$ cat config.mk
export PLATFORM = sky130hd
export DESIGN_NAME = wcm_write_cache
export DESIGN_NICKNAME = d
export VERILOG_FILES = /design/src/rtl/wcm_pkg.sv /design/src/rtl/wcm_frame_array.sv /design/src/rtl/wcm_flush_ctrl.sv /design/src/rtl/wcm_write_cache.sv
export SDC_FILE = /design/constraint.sdc
export NUM_CORES = 2
export LEC_CHECK = 0
export BUFFER_PORTS_ARGS = -buffer_cell sky130_fd_sc_hd__buf_2
export CORE_MARGIN = 4
export CORE_UTILIZATION = 50
export DETAILED_ROUTE_END_ITERATION = 8
export PLACE_DENSITY = 0.67
export REMOVE_ABC_BUFFERS = 1
export SLEW_MARGIN = 20
export SYNTH_ARGS = -nofsm -noshare
export SYNTH_HDL_FRONTEND = slang
export SYNTH_SLANG_ARGS = --single-unit
$ cat constraint.sdc
create_clock -name clk_i -period 8.45 [get_ports clk_i]
set_input_delay 1.2675 -clock clk_i [delete_from_list [all_inputs] [get_ports clk_i]]
set_output_delay 1.2675 -clock clk_i [all_outputs]
set_load 0.05 [all_outputs]
$ cat src/rtl/wcm_pkg.sv
`timescale 1ns/1ps
package wcm_pkg;
  typedef enum logic {
    FL_IDLE = 1'b0,
    FL_WALK = 1'b1
  } flush_state_e;
endpackage

$ cat src/rtl/wcm_frame_array.sv
`timescale 1ns/1ps
module wcm_frame_array #(
  parameter int FRAMES = 8,
  parameter int WORDS  = 4,
  parameter int WORD_W = 32,
  parameter int TAG_W  = 11
) (
  input  logic                                       clk_i,
  input  logic                                       rst_ni,
  input  logic                                       wr_en_i,
  input  logic [$clog2(FRAMES)-1:0]                  wr_idx_i,
  input  logic [$clog2(WORDS)-1:0]                   wr_off_i,
  input  logic [TAG_W-1:0]                           wr_tag_i,
  input  logic [WORD_W-1:0]                          wr_data_i,
  input  logic                                       clr_en_i,
  input  logic [$clog2(FRAMES)-1:0]                  clr_idx_i,
  input  logic                                       inv_en_i,
  input  logic [$clog2(FRAMES)-1:0]                  inv_idx_i,
  input  logic [$clog2(WORDS)-1:0]                   inv_off_i,
  output logic [FRAMES-1:0][TAG_W-1:0]               tag_o,
  output logic [FRAMES-1:0][WORDS-1:0]               mask_o,
  output logic [FRAMES-1:0][WORDS-1:0][WORD_W-1:0]   data_o
);
  logic [FRAMES-1:0][TAG_W-1:0]             tag_q;
  logic [FRAMES-1:0][WORDS-1:0]             mask_q;
  logic [FRAMES-1:0][WORDS-1:0][WORD_W-1:0] data_q;

  for (genvar f = 0; f < FRAMES; f++) begin : g_frame
    always_ff @(posedge clk_i or negedge rst_ni) begin
      if (!rst_ni) begin
        tag_q[f]  <= '0;
        mask_q[f] <= '0;
        data_q[f] <= '0;
      end else if (clr_en_i && clr_idx_i == f) begin
        mask_q[f] <= '0;
      end else begin
        if (inv_en_i && inv_idx_i == f) mask_q[f][inv_off_i] <= 1'b0;
        // later assignment: write wins over a same-word invalidate
        if (wr_en_i && wr_idx_i == f) begin
          mask_q[f][wr_off_i] <= 1'b1;
          tag_q[f]            <= wr_tag_i;
          data_q[f][wr_off_i] <= wr_data_i;
        end
      end
    end
  end

  assign tag_o  = tag_q;
  assign mask_o = mask_q;
  assign data_o = data_q;

  AST_WR_SETS_WORD: assert property (@(posedge clk_i) disable iff (!rst_ni)
    wr_en_i |=> mask_q[$past(wr_idx_i)][$past(wr_off_i)]);
  AST_WR_STORES_DATA: assert property (@(posedge clk_i) disable iff (!rst_ni)
    wr_en_i |=> data_q[$past(wr_idx_i)][$past(wr_off_i)] == $past(wr_data_i));
  AST_CLR_EMPTIES: assert property (@(posedge clk_i) disable iff (!rst_ni)
    clr_en_i |=> mask_q[$past(clr_idx_i)] == '0);
endmodule

$ cat src/rtl/wcm_flush_ctrl.sv
`timescale 1ns/1ps
module wcm_flush_ctrl
  import wcm_pkg::*;
#(
  parameter int FRAMES = 8
) (
  input  logic                      clk_i,
  input  logic                      rst_ni,
  input  logic                      flush_i,
  input  logic                      cur_busy_i,
  input  logic                      ev_ready_i,
  output logic                      walk_o,
  output logic [$clog2(FRAMES)-1:0] idx_o,
  output logic                      done_o
);
  localparam int IDX_W = $clog2(FRAMES);
  localparam logic [IDX_W-1:0] LAST = IDX_W'(FRAMES - 1);

  flush_state_e     state_q;
  logic [IDX_W-1:0] idx_q;
  logic             done_q;
  logic             step;

  assign step = !cur_busy_i || ev_ready_i;

  always_ff @(posedge clk_i or negedge rst_ni) begin
    if (!rst_ni) begin
      state_q <= FL_IDLE;
      idx_q   <= '0;
      done_q  <= 1'b0;
    end else begin
      done_q <= 1'b0;
      case (state_q)
        FL_IDLE: if (flush_i) begin
          state_q <= FL_WALK;
          idx_q   <= '0;
        end
        FL_WALK: if (step) begin
          if (idx_q == LAST) begin
            state_q <= FL_IDLE;
            done_q  <= 1'b1;
          end else begin
            idx_q <= idx_q + 1'b1;
          end
        end
        default: state_q <= FL_IDLE;
      endcase
    end
  end

  assign walk_o = (state_q == FL_WALK);
  assign idx_o  = idx_q;
  assign done_o = done_q;

  AST_DONE_AFTER_WALK: assert property (@(posedge clk_i) disable iff (!rst_ni)
    done_o |-> $past(walk_o) && !walk_o);
  AST_WALK_ADVANCES: assert property (@(posedge clk_i) disable iff (!rst_ni)
    walk_o && !cur_busy_i && idx_q != LAST |=> walk_o && idx_q == $past(idx_q) + 1'b1);
  AST_WALK_HOLDS: assert property (@(posedge clk_i) disable iff (!rst_ni)
    walk_o && cur_busy_i && !ev_ready_i |=> walk_o && $stable(idx_q));
endmodule

$ cat src/rtl/wcm_write_cache.sv
`timescale 1ns/1ps
module wcm_write_cache #(
  parameter int ADDR_W = 16,
  parameter int WORD_W = 32,
  parameter int WORDS  = 4,
  parameter int FRAMES = 8
) (
  input  logic                                  clk_i,
  input  logic                                  rst_ni,
  input  logic                                  wr_valid_i,
  input  logic [ADDR_W-1:0]                     wr_addr_i,
  input  logic [WORD_W-1:0]                     wr_data_i,
  output logic                                  wr_ready_o,
  input  logic                                  rd_valid_i,
  input  logic [ADDR_W-1:0]                     rd_addr_i,
  output logic                                  rd_hit_o,
  output logic [WORD_W-1:0]                     rd_data_o,
  input  logic                                  inv_valid_i,
  input  logic [ADDR_W-1:0]                     inv_addr_i,
  input  logic                                  flush_i,
  output logic                                  flush_done_o,
  output logic                                  ev_valid_o,
  input  logic                                  ev_ready_i,
  output logic [ADDR_W-$clog2(WORDS)-1:0]       ev_addr_o,
  output logic [WORDS-1:0]                      ev_mask_o,
  output logic [WORDS*WORD_W-1:0]               ev_data_o
);
  localparam int OFF_W = $clog2(WORDS);
  localparam int IDX_W = $clog2(FRAMES);
  localparam int TAG_W = ADDR_W - OFF_W - IDX_W;

  logic [FRAMES-1:0][TAG_W-1:0]             tag;
  logic [FRAMES-1:0][WORDS-1:0]             mask;
  logic [FRAMES-1:0][WORDS-1:0][WORD_W-1:0] data;
  logic [FRAMES-1:0]                        occ;

  logic [OFF_W-1:0] w_off, r_off, i_off;
  logic [IDX_W-1:0] w_idx, r_idx, i_idx, f_idx, ev_idx;
  logic [TAG_W-1:0] w_tag, r_tag, i_tag;
  logic w_conflict, wr_fire, ev_fire, evict_sel, inv_en, walk;

  assign w_off = wr_addr_i[OFF_W-1:0];
  assign w_idx = wr_addr_i[OFF_W +: IDX_W];
  assign w_tag = wr_addr_i[ADDR_W-1 -: TAG_W];
  assign r_off = rd_addr_i[OFF_W-1:0];
  assign r_idx = rd_addr_i[OFF_W +: IDX_W];
  assign r_tag = rd_addr_i[ADDR_W-1 -: TAG_W];
  assign i_off = inv_addr_i[OFF_W-1:0];
  assign i_idx = inv_addr_i[OFF_W +: IDX_W];
  assign i_tag = inv_addr_i[ADDR_W-1 -: TAG_W];

  for (genvar f = 0; f < FRAMES; f++) begin : g_occ
    assign occ[f] = |mask[f];
  end

  // write path: allocate on empty frame, merge on tag match, stall on conflict
  assign w_conflict = occ[w_idx] && (tag[w_idx] != w_tag);
  assign wr_ready_o = !walk && !w_conflict;
  assign wr_fire    = wr_valid_i && wr_ready_o;
  assign evict_sel  = !walk && !flush_i && wr_valid_i && w_conflict;

  // eviction stream shared by conflict path and flush walk
  assign ev_idx     = walk ? f_idx : w_idx;
  assign ev_valid_o = evict_sel || (walk && occ[f_idx]);
  assign ev_fire    = ev_valid_o && ev_ready_i;
  assign ev_addr_o  = {tag[ev_idx], ev_idx};
  assign ev_mask_o  = mask[ev_idx];
  for (genvar w = 0; w < WORDS; w++) begin : g_evw
    assign ev_data_o[w*WORD_W +: WORD_W] = mask[ev_idx][w] ? data[ev_idx][w] : '0;
  end

  assign inv_en = inv_valid_i && (tag[i_idx] == i_tag);

  // read lookup, no allocation
  assign rd_hit_o  = rd_valid_i && mask[r_idx][r_off] && (tag[r_idx] == r_tag);
  assign rd_data_o = rd_hit_o ? data[r_idx][r_off] : '0;

  wcm_frame_array #(
    .FRAMES(FRAMES), .WORDS(WORDS), .WORD_W(WORD_W), .TAG_W(TAG_W)
  ) u_array (
    .clk_i     (clk_i),
    .rst_ni    (rst_ni),
    .wr_en_i   (wr_fire),
    .wr_idx_i  (w_idx),
    .wr_off_i  (w_off),
    .wr_tag_i  (w_tag),
    .wr_data_i (wr_data_i),
    .clr_en_i  (ev_fire),
    .clr_idx_i (ev_idx),
    .inv_en_i  (inv_en),
    .inv_idx_i (i_idx),
    .inv_off_i (i_off),
    .tag_o     (tag),
    .mask_o    (mask),
    .data_o    (data)
  );

  wcm_flush_ctrl #(.FRAMES(FRAMES)) u_flush (
    .clk_i      (clk_i),
    .rst_ni     (rst_ni),
    .flush_i    (flush_i),
    .cur_busy_i (occ[f_idx]),
    .ev_ready_i (ev_ready_i),
    .walk_o     (walk),
    .idx_o      (f_idx),
    .done_o     (flush_done_o)
  );

  AST_DONE_ALL_EMPTY: assert property (@(posedge clk_i) disable iff (!rst_ni)
    flush_done_o |-> occ == '0);
  AST_FIRE_EXCLUSIVE: assert property (@(posedge clk_i) disable iff (!rst_ni)
    $onehot0({wr_fire, ev_fire}));
  AST_FLUSH_BEAT_HELD: assert property (@(posedge clk_i) disable iff (!rst_ni)
    walk && ev_valid_o && !ev_ready_i && !inv_valid_i
    |=> ev_valid_o && $stable(ev_addr_o) && $stable(ev_mask_o));
  AST_EVICT_FREES_WRITE: assert property (@(posedge clk_i) disable iff (!rst_ni)
    evict_sel && ev_ready_i && !inv_valid_i |=> !w_conflict || !wr_valid_i
    || $changed(wr_addr_i));
endmodule

After elaboration in Yosys (flattened, before gate mapping)

Cells that the tools add are included.

Add/subtract/negate cells: 1
Order comparisons: 10
Equal/unequal tests: 28
Multiplexer cells: 87
Bitwise logic cells: 26
Reduce and logical (&&, ||, !) cells: 63

Operators by type and width:

| kind                                                                          | number |
|---|---|
| 128-bit bitwise mux                                                           | 8 |
| 128-bit binary-select mux with 3-bit select                                   | 2 |
| 128-bit 2-to-1 mux                                                            | 2 |
| 32-bit 2-to-1 mux                                                             | 7 |
| 4-bit 2-to-1 mux                                                              | 34 |
| 11-bit binary-select mux with 3-bit select                                    | 4 |
| 32-bit binary-select mux with 2-bit select                                    | 1 |
| 32-bit demux with 2-bit select                                                | 1 |
| 11-bit 2-to-1 mux                                                             | 4 |
| 3-bit == test (second input constant)                                         | 13 |
| 1-bit logical AND                                                             | 37 |
| 4-bit bitwise AND                                                             | 8 |
| 4-bit bitwise OR                                                              | 8 |
| 4-bit OR reduction                                                            | 8 |
| 4-bit binary-select mux with 3-bit select                                     | 2 |
| 11-bit == test                                                                | 2 |
| 3-bit by 4-bit less-than comparator with 1-bit output (second input constant) | 5 |
| 3-bit by 2-bit == test with 1-bit output (second input constant)              | 6 |
| 2-bit AND reduction                                                           | 8 |
| 3-bit 2-to-1 mux                                                              | 4 |
| 1-bit 2-to-1 mux                                                              | 11 |
| 11-bit inequality test                                                        | 1 |
| 3-bit by 1-bit == test with 1-bit output (second input constant)              | 3 |
| 3-bit zero test                                                               | 3 |
| other kinds (14)                                                              | 33 |

Flip-flop bits (word level): 1149
Input bits: 87
Output and inout bits: 182
Logic and storage cells: 266

Depth between registers and ports, before layout

Depth in word-level cells: 12
Depth in mapped cells: 14
Depth with buffers taken out: 9

Hierarchy

From an unflattened synthesis, not the netlist that was laid out.

Cell total of the unflattened synthesis: 5743
Area, all modules: 64576.9 µm²

Modules (own cells, without submodules):

| module          | times used | cells an instance | area each (µm²) |
|---|---|---|---|
| wcm_frame_array | 1          | 2660              | 43182.7 |
| wcm_write_cache | 1          | 3060              | 21129.0 |
| wcm_flush_ctrl  | 1          | 23                | 265.3 |

Worst setup path before layout

No wires, ideal clock.

Kind: input to output
Start point: input port rd_addr_i[2]
End point: output port rd_data_o[10]
Data arrival time: 4.609 ns
Required time: 7.183 ns
Slack: 2.574 ns
Cell stages on the path: 10
Path buffers: 4
Path through: clkbuf_1 buf_1 mux4_2 mux2i_1 xor2_1 nand4_1 or4_1 clkbuf_1 clkbuf_1 nor2_1

Word-level cells in the longest chain between the ends: 7
Elaborated cells on any way between the ends: 14

Ends and longest elaborated chain:

| item                                      | RTL line              | source |
|---|---|---|
| start: declaration                        | wcm_write_cache.sv:15 | `input logic [ADDR_W-1:0] rd_addr_i,` |
| 4-bit binary-select mux with 3-bit select | wcm_write_cache.sv:75 | `assign rd_hit_o = rd_valid_i && mask[r_idx][r_off] && (tag[r_idx] == r_tag);` |
| 4-bit 2-to-1 mux (not written as such)    | wcm_write_cache.sv:75 |  |
| 1-bit binary-select mux with 2-bit select | wcm_write_cache.sv:75 |  |
| 1-bit 2-to-1 mux (not written as such)    | wcm_write_cache.sv:75 |  |
| 1-bit logical AND (2 in a row)            | wcm_write_cache.sv:75 |  |
| 32-bit 2-to-1 mux (*)                     | wcm_write_cache.sv:76 | `assign rd_data_o = rd_hit_o ? data[r_idx][r_off] : '0;` |
| end: declaration                          | wcm_write_cache.sv:17 | `output logic [WORD_W-1:0] rd_data_o,` |

Mark *: on every way between the ends. The rest lies on a longest branch, timed or not. The select of a mux whose other input is x is not followed.

Final worst setup path

Start point: register u_flush.state_q, in the netlist u_flush.walk_o
End point: output port ev_data_o[79]

Word-level cells in the longest chain between the ends: 4
Elaborated cells on any way between the ends: 6

Ends and longest elaborated chain:

| item                                                                                                            | RTL line              | source |
|---|---|---|
| start: declaration                                                                                              | wcm_flush_ctrl.sv:19  | `flush_state_e state_q;` |
| start signal: assignment                                                                                        | wcm_flush_ctrl.sv:28  | `state_q <= FL_IDLE;` |
| start signal: assignment                                                                                        | wcm_flush_ctrl.sv:35  | `state_q <= FL_WALK;` |
| start signal: assignment                                                                                        | wcm_flush_ctrl.sv:40  | `state_q <= FL_IDLE;` |
| 3-bit 2-to-1 mux (*)                                                                                            | wcm_write_cache.sv:63 | `assign ev_idx = walk ? f_idx : w_idx;` |
| 128-bit binary-select mux with 3-bit select / 4-bit binary-select mux with 3-bit select (equally long branches) | wcm_write_cache.sv:69 | `assign ev_data_o[w*WORD_W +: WORD_W] = mask[ev_idx][w] ? data[ev_idx][w] : '0;` |
| 128-bit 2-to-1 mux / 4-bit 2-to-1 mux (equally long branches)                                                   | --                    |  |
| 32-bit 2-to-1 mux (*)                                                                                           | wcm_write_cache.sv:69 |  |
| end: declaration                                                                                                | wcm_write_cache.sv:26 | `output logic [WORDS*WORD_W-1:0] ev_data_o` |

Marked as above.

==> summary.txt <==
Detailed routing
  – Via Count: between 40000 and 50000
  – DR pass1 iterations: 6
  – Routed Antenna Nets: 0
  – Initial DRC Count: between 5000 and 6000
  – Routed vias/inst: ~6.5
  – WL per Instance: between 20 and 30 µm
  – WL final: 207000 µm
  – DRC violations left: 0

Timing
  – Slew Limit Fails: 0
  – Final setup violation count: 0
  – Slew Limit Headroom: around 3.3%
  – Worst Tran Pin Value: 1.45 ns
  – Setup Total Neg Slack: 0 ns
  – Maximum clock rate: 141 MHz
  – Tcrit/Tclk final: 83.9%
  – Count of final hold-check violations: 0
  – Worst clock skew: about 0.032 ns
  – Final Critical Period: between 7 and 8 ns
  – RSZ-0062 raised after global routing: no

Logic synthesis
  – Synth area leader: dfrtp_1
  – Post-Synthesis Cells: 5750
  – Synth unique cells: 49
  – Post-synth EDFFs: 0
  – Post-synth top area share: between 40 and 50%
  – Synth area leaders: dfrtp_1 (45%), mux2_2 (20%), mux4_2 (13%)
  – Main flop type after synthesis: dfrtp_1
  – FF+latch count, synth: roughly 1100
  – Post-Syn Area per Cell: approximately 11 µm²
  – Top-count cell post-synth: nand2_1
  – Syn Std Cell Area: between 60000 and 70000 µm²
  – Register area share after synthesis: 44.7%
  – Synth top cells by count: nand2_1 (1168), dfrtp_1 (1149), mux2_2 (1121)
  – Syn. warnings: 0
  – Async S/R FF share, synth: 100%

Clocking
  – Max Root-Sink Buffers: 3
  – CTS buffer count: 130
  – CTS clk-pin slew, worst paths: ~0.06 ns
  – H-tree levels: 4
  – Hold Buf Count CTS: 0
  – Clock Latency Late Sink: roughly 0.76 ns
  – Postcts setup bufs: 0
  – Sinks on Clock Net: 1149
  – CTS tree: built
  – Cts repair resizes: 0
  – Clk root buf: clkbuf_16

GRT
  – Gr usage total: 30.4%
  – Global-route wire length before repair: about 310000 µm
  – Largest net degree at the start of global routing: 187
  – Antenna violations before repair: 8
  – Vias in the first global route: approximately 49000
  – Global route overflow: 0

Layout
  – Sequential cell area: roughly 29000 µm²
  – NumNets Final: approximately 5800
  – Area Growth Syn to Fin: 10.4%
  – Fillers: around 11000
  – Multi-input gate area: 33600 µm²
  – Fraction of layout cells with a size suffix above 1: between 30% and 40%

Die
  – Chip Height: approximately 370 µm
  – Die area: 135000 µm²
  – Core Area: between 100000 and 150000 µm²
  – Starting density of the core: 50.4%
  – Num rows: 131
  – I/O Pins: ~270
  – Die W: about 370 µm

Worst hold path
  – Worst Hold Class: reg2reg

Pwr
  – Peak supply drop: ~440 µV
  – Total Power: around 23 mW
  – LEAKAGE: 32.3 nW
  – Pwr dens: between 300 and 400 nW/µm²

Worst setup path
  – Startpoint Class: flip-flop
  – Crit Path Category: reg2out
  – Critical Path AT: approximately 5.8 ns
  – Required @ worst endpoint: 7.18 ns
  – CP max FO: 186
  – CP Capture Type: primary output

Run
  – Max-Cap Viols: 0

Place
  – PortBufs: about 270
  – Placer Congestion: 0.861
  – Hpwl dp: 115000 µm

Outcome
  – Status: finished clean
kinds of logic after synthesis:
| logic type | Yosys count | synth area share (%) |
|---|---|---|
| muxes | 1581 | 34.3 |
| adders and majority gates | 2 | 0.0389 |
| AOI/OAI and AO/OA | 232 | 2.06 |
| xor gates and xnor gates | 31 | 0.422 |
| buffers and inverters | 582 | 3.63 |
| DFF | 1149 | 44.7 |
| and+or+nand+nor | 2173 | 14.9 |
metrics by stage:
stage | cells | hold slack [ns] | area (µm²) | util (%) | setup slack (ns)
4_1_cts | 7440 | 0.527 | 71000 | 55.6 | 1.41
3_3_place_gp | 7209 | 0.506 | 66800 | 52.3 | 1.84
3_5_place_dp | 7210 | 0.513 | 66800 | 52.3 | 1.82
6_report | 7447 | 0.526 | 71000 | 55.6 | 1.36
5_1_grt | 7441 | 0.538 | 71000 | 55.6 | 1.15
2_1_floorplan | 5186 | 0.497 | 62100 | - | -49.66
layer usage:
layer / GRT usage (%) / vias up / routed length, µm
met2: 47.6 / 2596 / 95600
met5: 0 / - / 13
met3: 6.34 / 550 / 19300
met1: 41.4 / 25060 / 82700
met4: 13.2 / 2 / 9730
li1: - / 20527 / -
path summary, 6_finish.rpt:
path	to	cells past startpoint	slack [ns]	start
worst max register to register	u_array.data_o[168]$_DFFE_PN0P_	10	3.96	u_array.tag_o[1]$_DFFE_PN0P_
worst min-delay path	u_array.data_o[933]$_DFFE_PN0P_	1	0.53	u_array.data_o[933]$_DFFE_PN0P_
max in group asynchronous	u_array.data_o[232]$_DFFE_PN0P_	3	5.78	rst_ni
min in group asynchronous	u_array.data_o[571]$_DFFE_PN0P_	1	0.61	rst_ni
worst min register to register	u_array.data_o[933]$_DFFE_PN0P_	1	0.53	u_array.data_o[933]$_DFFE_PN0P_
worst max-delay path	ev_data_o[79]	9	1.36	u_flush.walk_o$_DFF_PN0_
registers in the layout (all words and copies together), names as in the netlist:
signal          count
u_flush.idx_o       3
u_array.data_o   1024
u_array.mask_o     32
u_flush.walk_o      1
u_array.tag_o      88
u_flush.done_o      1
critical path: stages, from the launching register on:
cell	delay (ns)
dfrtp_1	0.80
mux2i_4	0.46
buf_12	0.51
buf_4	0.76
buf_4	0.78
nand2_1	0.15
nand3_1	0.12
nand3_1	0.09
a21oi_1	0.62
buf_2	0.39
layout make-up:
type	instances	share of cell area, %
diodes	7	0.0247
clock buffers	195	5.41
clock inverters	35	0.518
inverters	18	0.127
multi-input cells	4019	47.2
flip-flops and latches	1149	40.5
well taps	1662	2.93
repair buffers	362	3.27
cells in the final DEF (no fill, tap or decap), types with 5 or more instances in the layout:
cell	n
nand2b_1	6
nor3_4	28
buf_2	262
xnor2_1	7
dfrtp_1	1149
nand3_1	855
clkbuf_16	136
nor2b_1	7
buf_4	78
nor4_1	16
buf_12	17
o21ai_0	40
nand2_1	1168
nor2_1	52
diode_2	7
clkbuf_8	22
o21bai_1	28
a21oi_1	130
nand4_1	7
xor2_1	24
mux2i_1	73
clkinv_2	17
clkbuf_1	37
or3_1	6
and3_1	6
mux2_2	1121
inv_1	14
nand3b_1	5
mux4_2	385
power by group:
group | switching [mW] | internal (mW)
clock network | 2.35 | 3.28
logic | 7.16 | 2.99
registers | 0.871 | 6.50
total | 10.4 | 12.8
(Power assumes the default switching activity.)
